===== config.mk =====
export PLATFORM = sky130hd
export DESIGN_NAME = cnt_chain
export DESIGN_NICKNAME = d
export VERILOG_FILES = /design/src/rtl/cnt_pkg.sv /design/src/rtl/cnt_rst_sync.sv /design/src/rtl/cnt_tc_decode.sv /design/src/rtl/cnt_stage.sv /design/src/rtl/cnt_en_tree.sv /design/src/rtl/cnt_chain.sv
export SDC_FILE = /design/constraint.sdc
export NUM_CORES = 1
export LEC_CHECK = 0
export ABC_AREA = 1
export BUFFER_PORTS_ARGS = -buffer_cell sky130_fd_sc_hd__clkbuf_2
export CAP_MARGIN = 10
export CORE_MARGIN = 2
export CORE_UTILIZATION = 40
export CTS_CLUSTER_SIZE = 30
export DETAILED_ROUTE_END_ITERATION = 8
export PLACE_DENSITY_LB_ADDON = 0.25
export SYNTH_ARGS = -nofsm -noshare
export SYNTH_HDL_FRONTEND = slang
export SYNTH_HIERARCHICAL = 1
export SYNTH_SLANG_ARGS = --single-unit
export TNS_END_PERCENT = 100

===== constraint.sdc =====
create_clock -name clk -period 1 [get_ports clk]
set_input_delay 0.2 -clock clk [delete_from_list [all_inputs] [get_ports clk]]
set_output_delay 0.2 -clock clk [all_outputs]
set_load 0.01 [all_outputs]

===== src/rtl/cnt_pkg.sv =====
package cnt_pkg;

  typedef enum logic [1:0] {
    ACT_HOLD = 2'd0,
    ACT_INC  = 2'd1,
    ACT_LOAD = 2'd2
  } cnt_act_e;

  // Priority: parallel load, then (enabled) reload-at-ones or increment, then hold.
  function automatic cnt_act_e pick_action(
    input logic ld_en,
    input logic en_n,
    input logic reload_tc,
    input logic at_ones
  );
    cnt_act_e act;
    if (ld_en)
      act = ACT_LOAD;
    else if (!en_n && reload_tc && at_ones)
      act = ACT_LOAD;
    else if (!en_n)
      act = ACT_INC;
    else
      act = ACT_HOLD;
    return act;
  endfunction

endpackage


===== src/rtl/cnt_rst_sync.sv =====
module cnt_rst_sync #(
  parameter int SYNC_STAGES = 2
) (
  input  logic clk,
  input  logic rst_n_in,
  output logic rst_n_out
);

  logic [SYNC_STAGES-1:0] sync_q;
  logic [SYNC_STAGES-1:0] sync_d;

  always_comb begin
    sync_d = {sync_q[SYNC_STAGES-2:0], 1'b1};
  end

  always_ff @(posedge clk or negedge rst_n_in) begin
    if (!rst_n_in)
      sync_q <= '0;
    else
      sync_q <= sync_d;
  end

  assign rst_n_out = sync_q[SYNC_STAGES-1];

endmodule


===== src/rtl/cnt_tc_decode.sv =====
module cnt_tc_decode #(
  parameter int W = 8
) (
  input  logic [W-1:0] q,
  output logic         tc_n
);

  assign tc_n = ~(&q);

endmodule


===== src/rtl/cnt_stage.sv =====
module cnt_stage
  import cnt_pkg::*;
#(
  parameter int W = 8
) (
  input  logic         clk,
  input  logic         rst_n,
  input  logic         en_n,
  input  logic         ld_en,
  input  logic         reload_tc,
  input  logic [W-1:0] din,
  output logic [W-1:0] q,
  output logic         tc_n
);

  logic [W-1:0] q_r;
  logic [W-1:0] q_nxt;
  cnt_act_e     act;

  cnt_tc_decode #(.W(W)) tc_dec_i (
    .q    (q_r),
    .tc_n (tc_n)
  );

  // next-state
  always_comb begin
    act   = pick_action(ld_en, en_n, reload_tc, ~tc_n);
    q_nxt = q_r;
    unique case (act)
      ACT_LOAD: q_nxt = din;
      ACT_INC:  q_nxt = q_r + {{(W-1){1'b0}}, 1'b1};
      default:  q_nxt = q_r;
    endcase
  end

  // register with written-out clock enable
  always_ff @(posedge clk or negedge rst_n) begin
    if (!rst_n)
      q_r <= '0;
    else if (act != ACT_HOLD)
      q_r <= q_nxt;
  end

  assign q = q_r;

  AST_LOAD_WINS: assert property (@(posedge clk) disable iff (!rst_n)
    ld_en |=> (q == $past(din)));

  AST_HOLD_OFF: assert property (@(posedge clk) disable iff (!rst_n)
    (!ld_en && en_n) |=> $stable(q));

  AST_STEP_ONE: assert property (@(posedge clk) disable iff (!rst_n)
    (!ld_en && !en_n && !(reload_tc && (&q))) |=> (q == $past(q) + 1'b1));

  AST_RELOAD_ONES: assert property (@(posedge clk) disable iff (!rst_n)
    (!ld_en && !en_n && reload_tc && (&q)) |=> (q == $past(din)));

  AST_WRAP_ZERO: assert property (@(posedge clk) disable iff (!rst_n)
    (!ld_en && !en_n && !reload_tc && (&q)) |=> (q == '0));

endmodule


===== src/rtl/cnt_en_tree.sv =====
module cnt_en_tree #(
  parameter int N = 4
) (
  input  logic         ext_en_n,
  input  logic [N-1:0] tc_n,
  output logic [N-1:0] stage_en_n
);

  logic [N-1:0] pre_or;

  generate
    for (genvar k = 0; k < N; k++) begin : g_en
      if (k == 0) begin : g_lsb
        assign pre_or[k] = ext_en_n;
      end else begin : g_up
        assign pre_or[k] = pre_or[k-1] | tc_n[k-1];
      end
      assign stage_en_n[k] = pre_or[k];
    end
  endgenerate

endmodule


===== src/rtl/cnt_chain.sv =====
module cnt_chain #(
  parameter int NUM_STAGES = 4,
  parameter int STAGE_W    = 8,
  localparam int TOTAL_W   = NUM_STAGES * STAGE_W
) (
  input  logic               clk,
  input  logic               rst_n,
  input  logic               cnt_en_n,
  input  logic               ld_en,
  input  logic               ld_on_tc,
  input  logic [TOTAL_W-1:0] par_din,
  output logic [TOTAL_W-1:0] cnt_q,
  output logic [NUM_STAGES-1:0] tc_n
);

  logic                  rst_sync_n;
  logic [NUM_STAGES-1:0] stage_en_n;

  cnt_rst_sync #(.SYNC_STAGES(2)) rst_sync_i (
    .clk       (clk),
    .rst_n_in  (rst_n),
    .rst_n_out (rst_sync_n)
  );

  cnt_en_tree #(.N(NUM_STAGES)) en_tree_i (
    .ext_en_n   (cnt_en_n),
    .tc_n       (tc_n),
    .stage_en_n (stage_en_n)
  );

  generate
    for (genvar k = 0; k < NUM_STAGES; k++) begin : g_stage
      cnt_stage #(.W(STAGE_W)) stage_i (
        .clk       (clk),
        .rst_n     (rst_sync_n),
        .en_n      (stage_en_n[k]),
        .ld_en     (ld_en),
        .reload_tc (ld_on_tc),
        .din       (par_din[k*STAGE_W +: STAGE_W]),
        .q         (cnt_q[k*STAGE_W +: STAGE_W]),
        .tc_n      (tc_n[k])
      );

      if (k > 0) begin : g_chk
        AST_UPPER_GATED: assert property (@(posedge clk) disable iff (!rst_sync_n)
          (!ld_en && (cnt_en_n || (|tc_n[k-1:0]))) |=> $stable(cnt_q[k*STAGE_W +: STAGE_W]));
      end
    end
  endgenerate

  AST_RESET_CLEAR: assert property (@(posedge clk)
    !rst_sync_n |-> (cnt_q == '0));

endmodule


==> impl_metrics.csv, run 1 <==
group,metric,value,unit
synth,number_of_warnings_issued_by_yosys,6,
finish,fin_util,70.3,%
synth,syn_area,0.00252,mm2
floorplan,die_w,83.5,um
finish,most-common-layout-cells,"sky130_fd_sc_hd__nand2_1, sky130_fd_sc_hd__buf_6, sky130_fd_sc_hd__clkbuf_2",
clocking,clkSinkCount,34,
drt,wire_per_inst,12.5,um
floorplan,io_pins,73,
clocking,root_buffer,"sky130_fd_sc_hd__clkbuf_8",
setup_path,timing.critical_path.from_type,"register",
status,outcome,"finished with violations",
finish,fraction_of_layout_instances_using_a_drive_strength_above_1,49.4,%
run,max_cap_viol_count,0,
clocking,source_to_sink_clock_delay_at_the_later_pin_of_the_worst_skew_pair,290,ps
setup_path,crit_path_top_delay_cell,"sky130_fd_sc_hd__dfrtp_2",
finish,layout.nets,566,
timing,final.min_clock_period,2020,ps
finish,flow.area_growth_from_synthesis,67.9,%
synth,post_synth_mux_area_share,0,%
setup_path,peak_per_stage_delay_on_the_critical_path,400,ps
power_and_ir_drop,comb_power_share,41.2,%
synth,netlist.area_leader.share,33.7,%
power_and_ir_drop,total_leakage_power,2.07,nW
synth,share_of_the_synthesized_area_in_compound_gates_ao_oa_aoi_oai,14.3,%
placement,place_hpwl,5090,um
floorplan,dieArea,0.00696,mm2
synth,synth_fp_nets,411,
min_path,worstHoldPathType,"input port to register",
timing,setup_viol,68,
floorplan,initial_core_util,41.9,%
synth,seq_area_frac_synth,33.7,%
synth,main_combinational_cell_family_by_area_after_synthesis,"simple AND/OR/NAND/NOR gates",
power_and_ir_drop,power_switching,0.00154,W
finish,antennaDiodeCount,0,
drt,detail_route.drc_violations,0,
drt,firstDrtPassIters,6,
synth,synth_adder_area_share,3.96,%
global_route,vias_in_the_first_global_route,2609,
power_and_ir_drop,clock_power_share,23.2,%
setup_path,rr_worst_depth,16,
placement,dpl_worst_slack,-988,ps
min_path,number_of_cells_traversed_by_the_worst_hold_path,3,
power_and_ir_drop,internal-power,0.00308,W
setup_path,worst-endpoint-required,1180,ps
timing,timing.final.ws_setup,-1020,ps
clocking,cts_inserted_buffers,5,
power_and_ir_drop,power.share.sequential,35.6,%
placement,port_bufs,72,
setup_path,path_cells,"nand2_1, nor2_2, nand2_2, nor2_4, nand3_2, nor3b_2, or2_4, nor2_4, ha_4, nand2_2, nor2_4, nand3_1, nand2_1, nand2_1, nand2_1, inv_1",
timing,setup_repair_after_global_routing_missed_its_margin,"yes",
drt,detail_route.wirelength,7460,um
timing,max_freq,0.496,GHz
timing,final-hold-violation-count,0,
finish,fill_cells,495,
setup_path,cp.arrival,2200,ps
timing,fin_hold_ws,132,ps
synth,syn_area_per_cell,6.90,um2
placement,gp_routability_congestion,0.908,
timing,timing.setup.tns,-36380,ps
global_route,gr-total-overflow,0,
clocking,cts.clk_slew.worst_paths,70,ps
global_route,grt_max_degree,19,
synth,synthesis.instances,366,
power_and_ir_drop,switching_share,33.3,%
setup_path,timing.critical_path.fanout_max,9,
drt,route.detailed.vias_per_inst,4.88,
synth,netlist.top_cell.by_area,"sky130_fd_sc_hd__dfrtp_1",
power_and_ir_drop,power-per-cell-area,1090,mW/mm2
floorplan,floorplan.core_area,0.00603,mm2
clocking,cts_max_path_buffers,2,
clocking,htreeDepth,2,
power_and_ir_drop,irDropWorstVdd,739,uV
setup_path,timing.critical_path.mode_cell,"sky130_fd_sc_hd__nand2_1",
global_route,grt_antenna_before_repair,0,
clocking,tritoncts,"yes",
drt,drtIter0Drc,90,
setup_path,kind_of_critical_path,"register to register",
global_route,grt.total_usage,20.5,%
timing,final_min_period_over_clock_period,202,%
synth,post_synth_xor_area_fraction,0,%
timing,clock-skew-final,7.33,ps
finish,mostFrequentLayoutCell,"sky130_fd_sc_hd__nand2_1",
setup_path,worst_setup_path_end_kind,"register",
synth,synth_seq_cells,34,
synth,synth.top_cells.by_area,"sky130_fd_sc_hd__dfrtp_1, sky130_fd_sc_hd__nand2_1, sky130_fd_sc_hd__o21ai_0",
finish,total_area_of_multi_input_combinational_cells,0.00162,mm2
status,failing_checks,"negative setup slack",
floorplan,die_h,83.5,um
drt,drtAntennaViolNets,0,
global_route,grt_first_pass_wirelength,11800,um
synth,ys_types,19,
timing,maxSlewViolCount,0,
synth,synth_simple_gate_area_share,33.3,%
floorplan,row_count,28,
finish,final-seq-area,866,um2
drt,detailroute.via_count,2913,
timing repair:
action,4_1_cts,5_1_grt
hold buffers,1,0
hold endpoints to repair,2,0
pin swaps,20,18
buffers inserted,18,21
endpoints found under the setup margin,68,68
gates resized for setup,70,107
sequential cells by signal, summed over array words and instances, names as in the netlist:
register	count
g_stage.stage_i/q	32
rst_sync_i/sync_q	2
cell families (layout without fill, tap and decap cells):
kind of cell / after synthesis / after routing
other cells: 1 / 1
flops: 34 / 34
compound gates: 68 / 68
simple gates: 199 / 199
buf+inv: 56 / 212
fa+ha+maj: 8 / 8
worst max-delay path: cells and delay by family, from the launching register on:
family,cells,cell delay [ps]
and+or+nand+nor,14,1240
DFF,1,400
adders and majority gates,1,230
buffers and inverters,1,40
final timing paths:
| kind | to | start | slack, ps |
|---|---|---|---|
| min | g_stage[3].stage_i/q[1] | par_din[25] | 130 |
| max reg2reg | g_stage[3].stage_i/q[7] | g_stage[0].stage_i/q[3] | -1020 |
| max in group asynchronous | g_stage[1].stage_i/q[0] | rst_sync_i/sync_q[1] | 540 |
| min in group asynchronous | g_stage[0].stage_i/q[4] | rst_sync_i/sync_q[1] | 210 |
| min reg2reg | g_stage[0].stage_i/q[4] | rst_sync_i/sync_q[1] | 210 |
| max | g_stage[3].stage_i/q[7] | g_stage[0].stage_i/q[3] | -1020 |
cells in the mapped netlist:
cell / n
sky130_fd_sc_hd__a21oi_1: 24
sky130_fd_sc_hd__buf_4: 1
sky130_fd_sc_hd__bufbuf_16: 4
sky130_fd_sc_hd__clkbuf_8: 4
sky130_fd_sc_hd__conb_1: 1
sky130_fd_sc_hd__dfrtp_1: 34
sky130_fd_sc_hd__ha_1: 8
sky130_fd_sc_hd__inv_1: 43
sky130_fd_sc_hd__inv_2: 4
sky130_fd_sc_hd__nand2_1: 105
sky130_fd_sc_hd__nand2_2: 4
sky130_fd_sc_hd__nand3_1: 21
sky130_fd_sc_hd__nor2_1: 48
sky130_fd_sc_hd__nor2_2: 9
sky130_fd_sc_hd__nor3b_1: 4
sky130_fd_sc_hd__o211ai_1: 4
sky130_fd_sc_hd__o21a_1: 4
sky130_fd_sc_hd__o21ai_0: 36
sky130_fd_sc_hd__or2_2: 8
power by group through the flow:
stage / logic [W] / clock network (W) / registers, W
2_1_floorplan: 0.000626 / 0 / 0.00183
6_report: 0.00190 / 0.00107 / 0.00164
5_1_grt: 0.00208 / 0.00118 / 0.00166
3_5_place_dp: 0.00139 / 0 / 0.00164
3_3_place_gp: 0.00138 / 0 / 0.00164
4_1_cts: 0.00157 / 0.00111 / 0.00164
layout make-up:
type	count	area share, %
clock buffers	7	2.04
clock inverters	1	0.118
inverters	47	4.81
multi-input cells	276	38.2
flip-flops and latches	34	20.4
well taps	75	2.21
repair buffers	157	32.2
per-layer routing:
metal | wire, um | global-route usage [%]
met1 | 3220 | 25.8
met2 | 3770 | 36.0
met3 | 324 | 3.26
met4 | 141 | 6.45
met5 | 0 | 0
metrics by stage:
step                cell area, um2  std cells  total power, W
floorplan                     2670        366         0.00246
global placement              3420        566         0.00301
detailed placement            3420        566         0.00303
CTS                           3840        586         0.00431
global route                  4240        597         0.00492
finish                        4240        597         0.00461
No activity file was read; power rests on OpenSTA's default activity.
==> run 2, diff against run 1 <==
clock period = 1.9 ns   (was 1 ns; I/O delays follow)
==> impl_metrics.csv, run 2 (synthesized netlist as in run 1, its figures left out) <==
group,metric,value,unit
setup_path,cp.arrival,2220,ps
global_route,gr-total-overflow,0,
power_and_ir_drop,power-per-cell-area,569,mW/mm2
drt,drtAntennaViolNets,0,
timing,final.min_clock_period,2030,ps
global_route,grt_antenna_before_repair,0,
drt,detail_route.drc_violations,0,
setup_path,worst_setup_path_end_kind,"register",
timing,final_min_period_over_clock_period,107,%
setup_path,worst-path-buf-inv,3,
global_route,global_route.peak_usage_layer,"met2",
power_and_ir_drop,total_leakage_power,1.91,nW
finish,largest_reg_flops,32,
min_path,worstHoldPathType,"register to async pin",
clocking,htreeDepth,2,
clocking,cts_inserted_buffers,5,
setup_path,timing.critical_path.fanout_max,9,
finish,antennaDiodeCount,0,
run,max_cap_viol_count,0,
floorplan,floorplan.core_area,0.00603,mm2
placement,count_of_placed_standard_cells_including_taps,559,
clocking,cts.clk_slew.worst_paths,70,ps
setup_path,crit_path_top_delay_cell,"sky130_fd_sc_hd__dfrtp_1",
placement,dpl_worst_slack,-173,ps
setup_path,kind_of_critical_path,"register to register",
timing,setup_viol,24,
drt,drtIter0Drc,89,
floorplan,die_w,83.5,um
drt,detailroute.via_count,2853,
clocking,root_buffer,"sky130_fd_sc_hd__clkbuf_8",
global_route,met1_usage,26.3,%
placement,port_bufs,72,
floorplan,die_h,83.5,um
finish,layout.nets,553,
clocking,clkSinkCount,34,
timing,final-hold-violation-count,0,
setup_path,peak_per_stage_delay_on_the_critical_path,360,ps
drt,route.detailed.vias_per_inst,4.89,
finish,most-common-layout-cells,"sky130_fd_sc_hd__nand2_1, sky130_fd_sc_hd__clkbuf_2, sky130_fd_sc_hd__buf_4",
timing,timing.final.ws_setup,-135,ps
power_and_ir_drop,power_switching,0.000750,W
finish,fin_area,0.00380,mm2
finish,flow.area_growth_from_synthesis,50.7,%
drt,wire_per_inst,12.3,um
floorplan,row_count,28,
drt,detail_route.wirelength,7190,um
drt,firstDrtPassIters,4,
finish,fraction_of_layout_instances_using_a_drive_strength_above_1,47.3,%
placement,dpl_cell_area,0.00336,mm2
timing,timing.setup.tns,-1520,ps
timing,fin_hold_ws,62.9,ps
placement,gp_routability_congestion,0.948,
global_route,gr_met2_demand_resource,33.6,%
timing,maxSlewViolCount,0,
power_and_ir_drop,power.share.sequential,39.4,%
setup_path,worst-endpoint-required,2080,ps
finish,mostFrequentLayoutCell,"sky130_fd_sc_hd__nand2_1",
global_route,grt_first_pass_wirelength,11700,um
power_and_ir_drop,internal-power,0.00141,W
clocking,source_to_sink_clock_delay_at_the_later_pin_of_the_worst_skew_pair,280,ps
setup_path,critical_path.top_delay_family,"simple AND/OR/NAND/NOR gates",
setup_path,timing.critical_path.from_type,"register",
power_and_ir_drop,comb_power_share,36.9,%
global_route,met3_usage,3.36,%
power_and_ir_drop,clock_power_share,23.8,%
finish,layoutNonFillerInstCount,584,
setup_path,timing.critical_path.mode_cell,"sky130_fd_sc_hd__nand2_1",
power_and_ir_drop,irDropWorstVdd,352,uV
global_route,grt_max_degree,30,
placement,place_hpwl,5160,um
global_route,vias_in_the_first_global_route,2691,
status,failing_checks,"negative setup slack",
global_route,grt.total_usage,20.1,%
clocking,cts_max_path_buffers,2,
floorplan,dieArea,0.00696,mm2
floorplan,io_pins,73,
timing,max_freq,0.492,GHz
clocking,tritoncts,"yes",
power_and_ir_drop,switching_share,34.6,%
status,outcome,"finished with violations",
timing,clock-skew-final,9.45,ps
setup_path,path_cells,"nand2_1, nor2_2, nand2_2, nor2_4, nand2_2, nor3b_2, or2_4, inv_2, ha_4, buf_4, or2_4, nand2_1, nand2_1, nand2_1, inv_1",
timing,setup_repair_after_global_routing_missed_its_margin,"yes",
floorplan,initial_core_util,41.9,%
## run 2: cell types whose count changed in the layout (fill, tap and decap cells not counted), sizes merged
cell    previous run  this run
buf              114        71
clkbuf            49        78
clkinv             1         2
## run 2: through the flow
stage,util (%),power [W]
finish,63.1,0.00216
global route,63.1,0.00231
CTS,60.0,0.00215
detailed placement,55.7,0.00159
global placement,55.7,0.00158
floorplan,-,0.00129
## run 2: path summary, 6_finish.rpt
check / startpoint / end / slack, ps / cells after the start
worst max-delay path: g_stage[0].stage_i/q[7] / g_stage[2].stage_i/q[7] / -130 / 15
worst min-delay path: rst_sync_i/sync_q[1] / g_stage[2].stage_i/q[6] / 60 / 0
worst max register to register: g_stage[0].stage_i/q[7] / g_stage[2].stage_i/q[7] / -130 / 15
worst min register to register: rst_sync_i/sync_q[1] / g_stage[2].stage_i/q[6] / 60 / 0
max in group asynchronous: rst_sync_i/sync_q[1] / g_stage[1].stage_i/q[2] / 1190 / 1
min in group clk: par_din[25] / g_stage[3].stage_i/q[1] / 320 / 3
## run 2: area by class of cell
cell class | instances | area (um2)
Clock buffer | 6 | 72.6
Clock inverter | 2 | 10.0
Fill cell | 558 | 2220
Inverter | 47 | 214
Multi-Input combinational cell | 276 | 1610
Sequential cell | 34 | 865
Tap cell | 75 | 93.8
Timing Repair Buffer | 144 | 945
## run 2: power groups by stage
| stage | logic [W] | clock network (W) | registers [W] |
|---|---|---|---|
| detailed placement | 0.000722 | 0 | 0.000864 |
| floorplan | 0.000328 | 0 | 0.000962 |
| global route | 0.000881 | 0.000567 | 0.000861 |
| CTS | 0.000755 | 0.000548 | 0.000851 |
| global placement | 0.000715 | 0 | 0.000862 |
| finish | 0.000798 | 0.000514 | 0.000853 |
## run 2: routing by layer
| metal | up-vias | part of all wire (%) |
|---|---|---|
| met5 | - | 0 |
| met4 | 0 | 1.6 |
| met3 | 11 | 5.5 |
| met2 | 108 | 49 |
| met1 | 1289 | 44 |
| li1 | 1445 | - |
## run 2: timing repair
item	CTS	global route
pin swaps	22	21
endpoints found under the setup margin	27	32
endpoints found under the hold margin	2	0
hold buffers	1	0
resized for setup	33	41
setup buffers	12	4
## run 2: worst register-to-register path, delay by kind of cell, from the launching register on
kind | cells | cell delay (ps)
adder cells (fa/ha/maj) | 1 | 190
buffers and inverters | 3 | 220
flip-flops | 1 | 360
AND/OR/NAND/NOR | 11 | 1160
==> run 3, diff against run 2 <==
CORE_UTILIZATION = 35   (was 40)
==> impl_metrics.csv, run 3 (synthesized netlist as in run 1, its figures left out) <==
group,metric,value,unit
timing,fin_hold_ws,273,ps
drt,detail_route.wirelength,7190,um
floorplan,die_w,88.9,um
placement,port_bufs,72,
floorplan,row_count,30,
drt,detailroute.via_count,2757,
power_and_ir_drop,total_leakage_power,1.92,nW
setup_path,timing.critical_path.from_type,"register",
drt,wire_per_inst,12.1,um
min_path,worstHoldPathType,"register to async pin",
timing,timing.final.ws_setup,-85.9,ps
timing,clock-skew-final,10.7,ps
clocking,tritoncts,"yes",
timing,setup_viol,20,
global_route,grt_antenna_before_repair,0,
drt,drtAntennaViolNets,0,
run,max_cap_viol_count,0,
clocking,clkSinkCount,34,
placement,dpl_worst_slack,-148,ps
global_route,grt.total_usage,17.6,%
global_route,vias_in_the_first_global_route,2482,
finish,mostFrequentLayoutCell,"sky130_fd_sc_hd__nand2_1",
finish,layoutNonFillerInstCount,596,
drt,firstDrtPassIters,4,
setup_path,worst_setup_path_end_kind,"register",
global_route,grt_max_degree,33,
clocking,cts.clk_slew.worst_paths,70,ps
finish,flow.area_growth_from_synthesis,55.1,%
placement,gp_routability_congestion,0.859,
finish,fraction_of_layout_instances_using_a_drive_strength_above_1,50.6,%
clocking,root_buffer,"sky130_fd_sc_hd__clkbuf_8",
setup_path,timing.critical_path.fanout_max,8,
setup_path,cp.arrival,2140,ps
placement,place_hpwl,5150,um
finish,most-common-layout-cells,"sky130_fd_sc_hd__nand2_1, sky130_fd_sc_hd__clkbuf_2, sky130_fd_sc_hd__buf_4",
global_route,gr-total-overflow,0,
timing,final-hold-violation-count,0,
power_and_ir_drop,irDropWorstVdd,357,uV
setup_path,worst-endpoint-required,2060,ps
drt,detail_route.drc_violations,0,
global_route,grt_first_pass_wirelength,11100,um
timing,max_freq,0.504,GHz
timing,maxSlewViolCount,0,
timing,setup_repair_after_global_routing_missed_its_margin,"yes",
timing,final.min_clock_period,1990,ps
status,outcome,"finished with violations",
clocking,cts_max_path_buffers,2,
setup_path,kind_of_critical_path,"register to register",
placement,count_of_placed_standard_cells_including_taps,578,
status,failing_checks,"negative setup slack",
finish,layout.nets,544,
floorplan,initial_core_util,36.8,%
timing,final_min_period_over_clock_period,105,%
clocking,source_to_sink_clock_delay_at_the_later_pin_of_the_worst_skew_pair,290,ps
floorplan,floorplan.core_area,0.00687,mm2
clocking,htreeDepth,2,
floorplan,die_h,88.9,um
clocking,cts_inserted_buffers,5,
drt,route.detailed.vias_per_inst,4.63,
floorplan,dieArea,0.00791,mm2
drt,drtIter0Drc,80,
finish,largest_reg_flops,32,
floorplan,io_pins,73,
power_and_ir_drop,power-per-cell-area,575,mW/mm2
finish,antennaDiodeCount,0,
[run 3: cell types whose count changed in the layout (fill, tap and decap cells not counted), sizes merged]
cell / previous run / this run
clkinv: 2 / 0
buf: 71 / 62
clkbuf: 78 / 80
[run 3: stage by stage]
stage / total power, W / cell area [um2] / setup TNS [ps] / utilization [%]
finish: 0.00225 / 3920 / -813 / 57.0
global route: 0.00240 / 3920 / -4250 / 57.0
CTS: 0.00220 / 3620 / -897 / 52.7
detailed placement: 0.00158 / 3370 / -1580 / 49.1
global placement: 0.00158 / 3370 / -712 / 49.1
floorplan: 0.00129 / 2660 / -697 / -
[run 3: final timing paths]
path / from / to / slack [ps] / cells after the start
min in group clk: par_din[9] / g_stage[1].stage_i/q[1] / 310 / 3
worst max-delay path: g_stage[0].stage_i/q[5] / g_stage[2].stage_i/q[0] / -90 / 12
worst max register to register: g_stage[0].stage_i/q[5] / g_stage[2].stage_i/q[0] / -90 / 12
worst min register to register: rst_sync_i/sync_q[1] / g_stage[1].stage_i/q[1] / 270 / 1
worst min-delay path: rst_sync_i/sync_q[1] / g_stage[1].stage_i/q[1] / 270 / 1
max in group asynchronous: rst_sync_i/sync_q[1] / g_stage[0].stage_i/q[1] / 1280 / 1
[run 3: worst max-delay path: stages (launching register included)]
cell                       delay, ps
sky130_fd_sc_hd__dfrtp_2         350
sky130_fd_sc_hd__nand2_1          80
sky130_fd_sc_hd__nor2_4          140
sky130_fd_sc_hd__nand2_4          70
sky130_fd_sc_hd__nor2_4          130
sky130_fd_sc_hd__nand2_2          80
sky130_fd_sc_hd__nor3b_2         170
sky130_fd_sc_hd__or2_4           160
sky130_fd_sc_hd__inv_2            40
sky130_fd_sc_hd__ha_4            370
sky130_fd_sc_hd__inv_8            70
sky130_fd_sc_hd__o211ai_1         90
sky130_fd_sc_hd__o21ai_1         100
[run 3: power breakdown]
group          internal (W)  switching, W
combinational      0.000368      0.000468
clock              0.000296      0.000267
sequential         0.000808     0.0000454
[run 3: repair_timing]
item | in CTS | in global routing
buffers inserted | 2 | 7
gates resized for setup | 47 | 75
hold endpoints to repair | 2 | 0
pin swaps | 32 | 44
endpoints found under the setup margin | 28 | 31
hold buffers | 1 | 0
[run 3: routing by layer]
layer	wire (um)	vias up	global-route usage [%]
met5	0	-	0
met4	63	0	4.21
met3	272	5	3.32
met2	3540	56	29.2
met1	3310	1269	23.9
li1	-	1427	-
[run 3: area by class of cell]
type | count | area, um2
Clock buffer | 8 | 90.1
Fill cell | 687 | 2950
Inverter | 47 | 221
Multi-Input combinational cell | 276 | 1740
Sequential cell | 34 | 865
Tap cell | 96 | 120
Timing Repair Buffer | 135 | 885
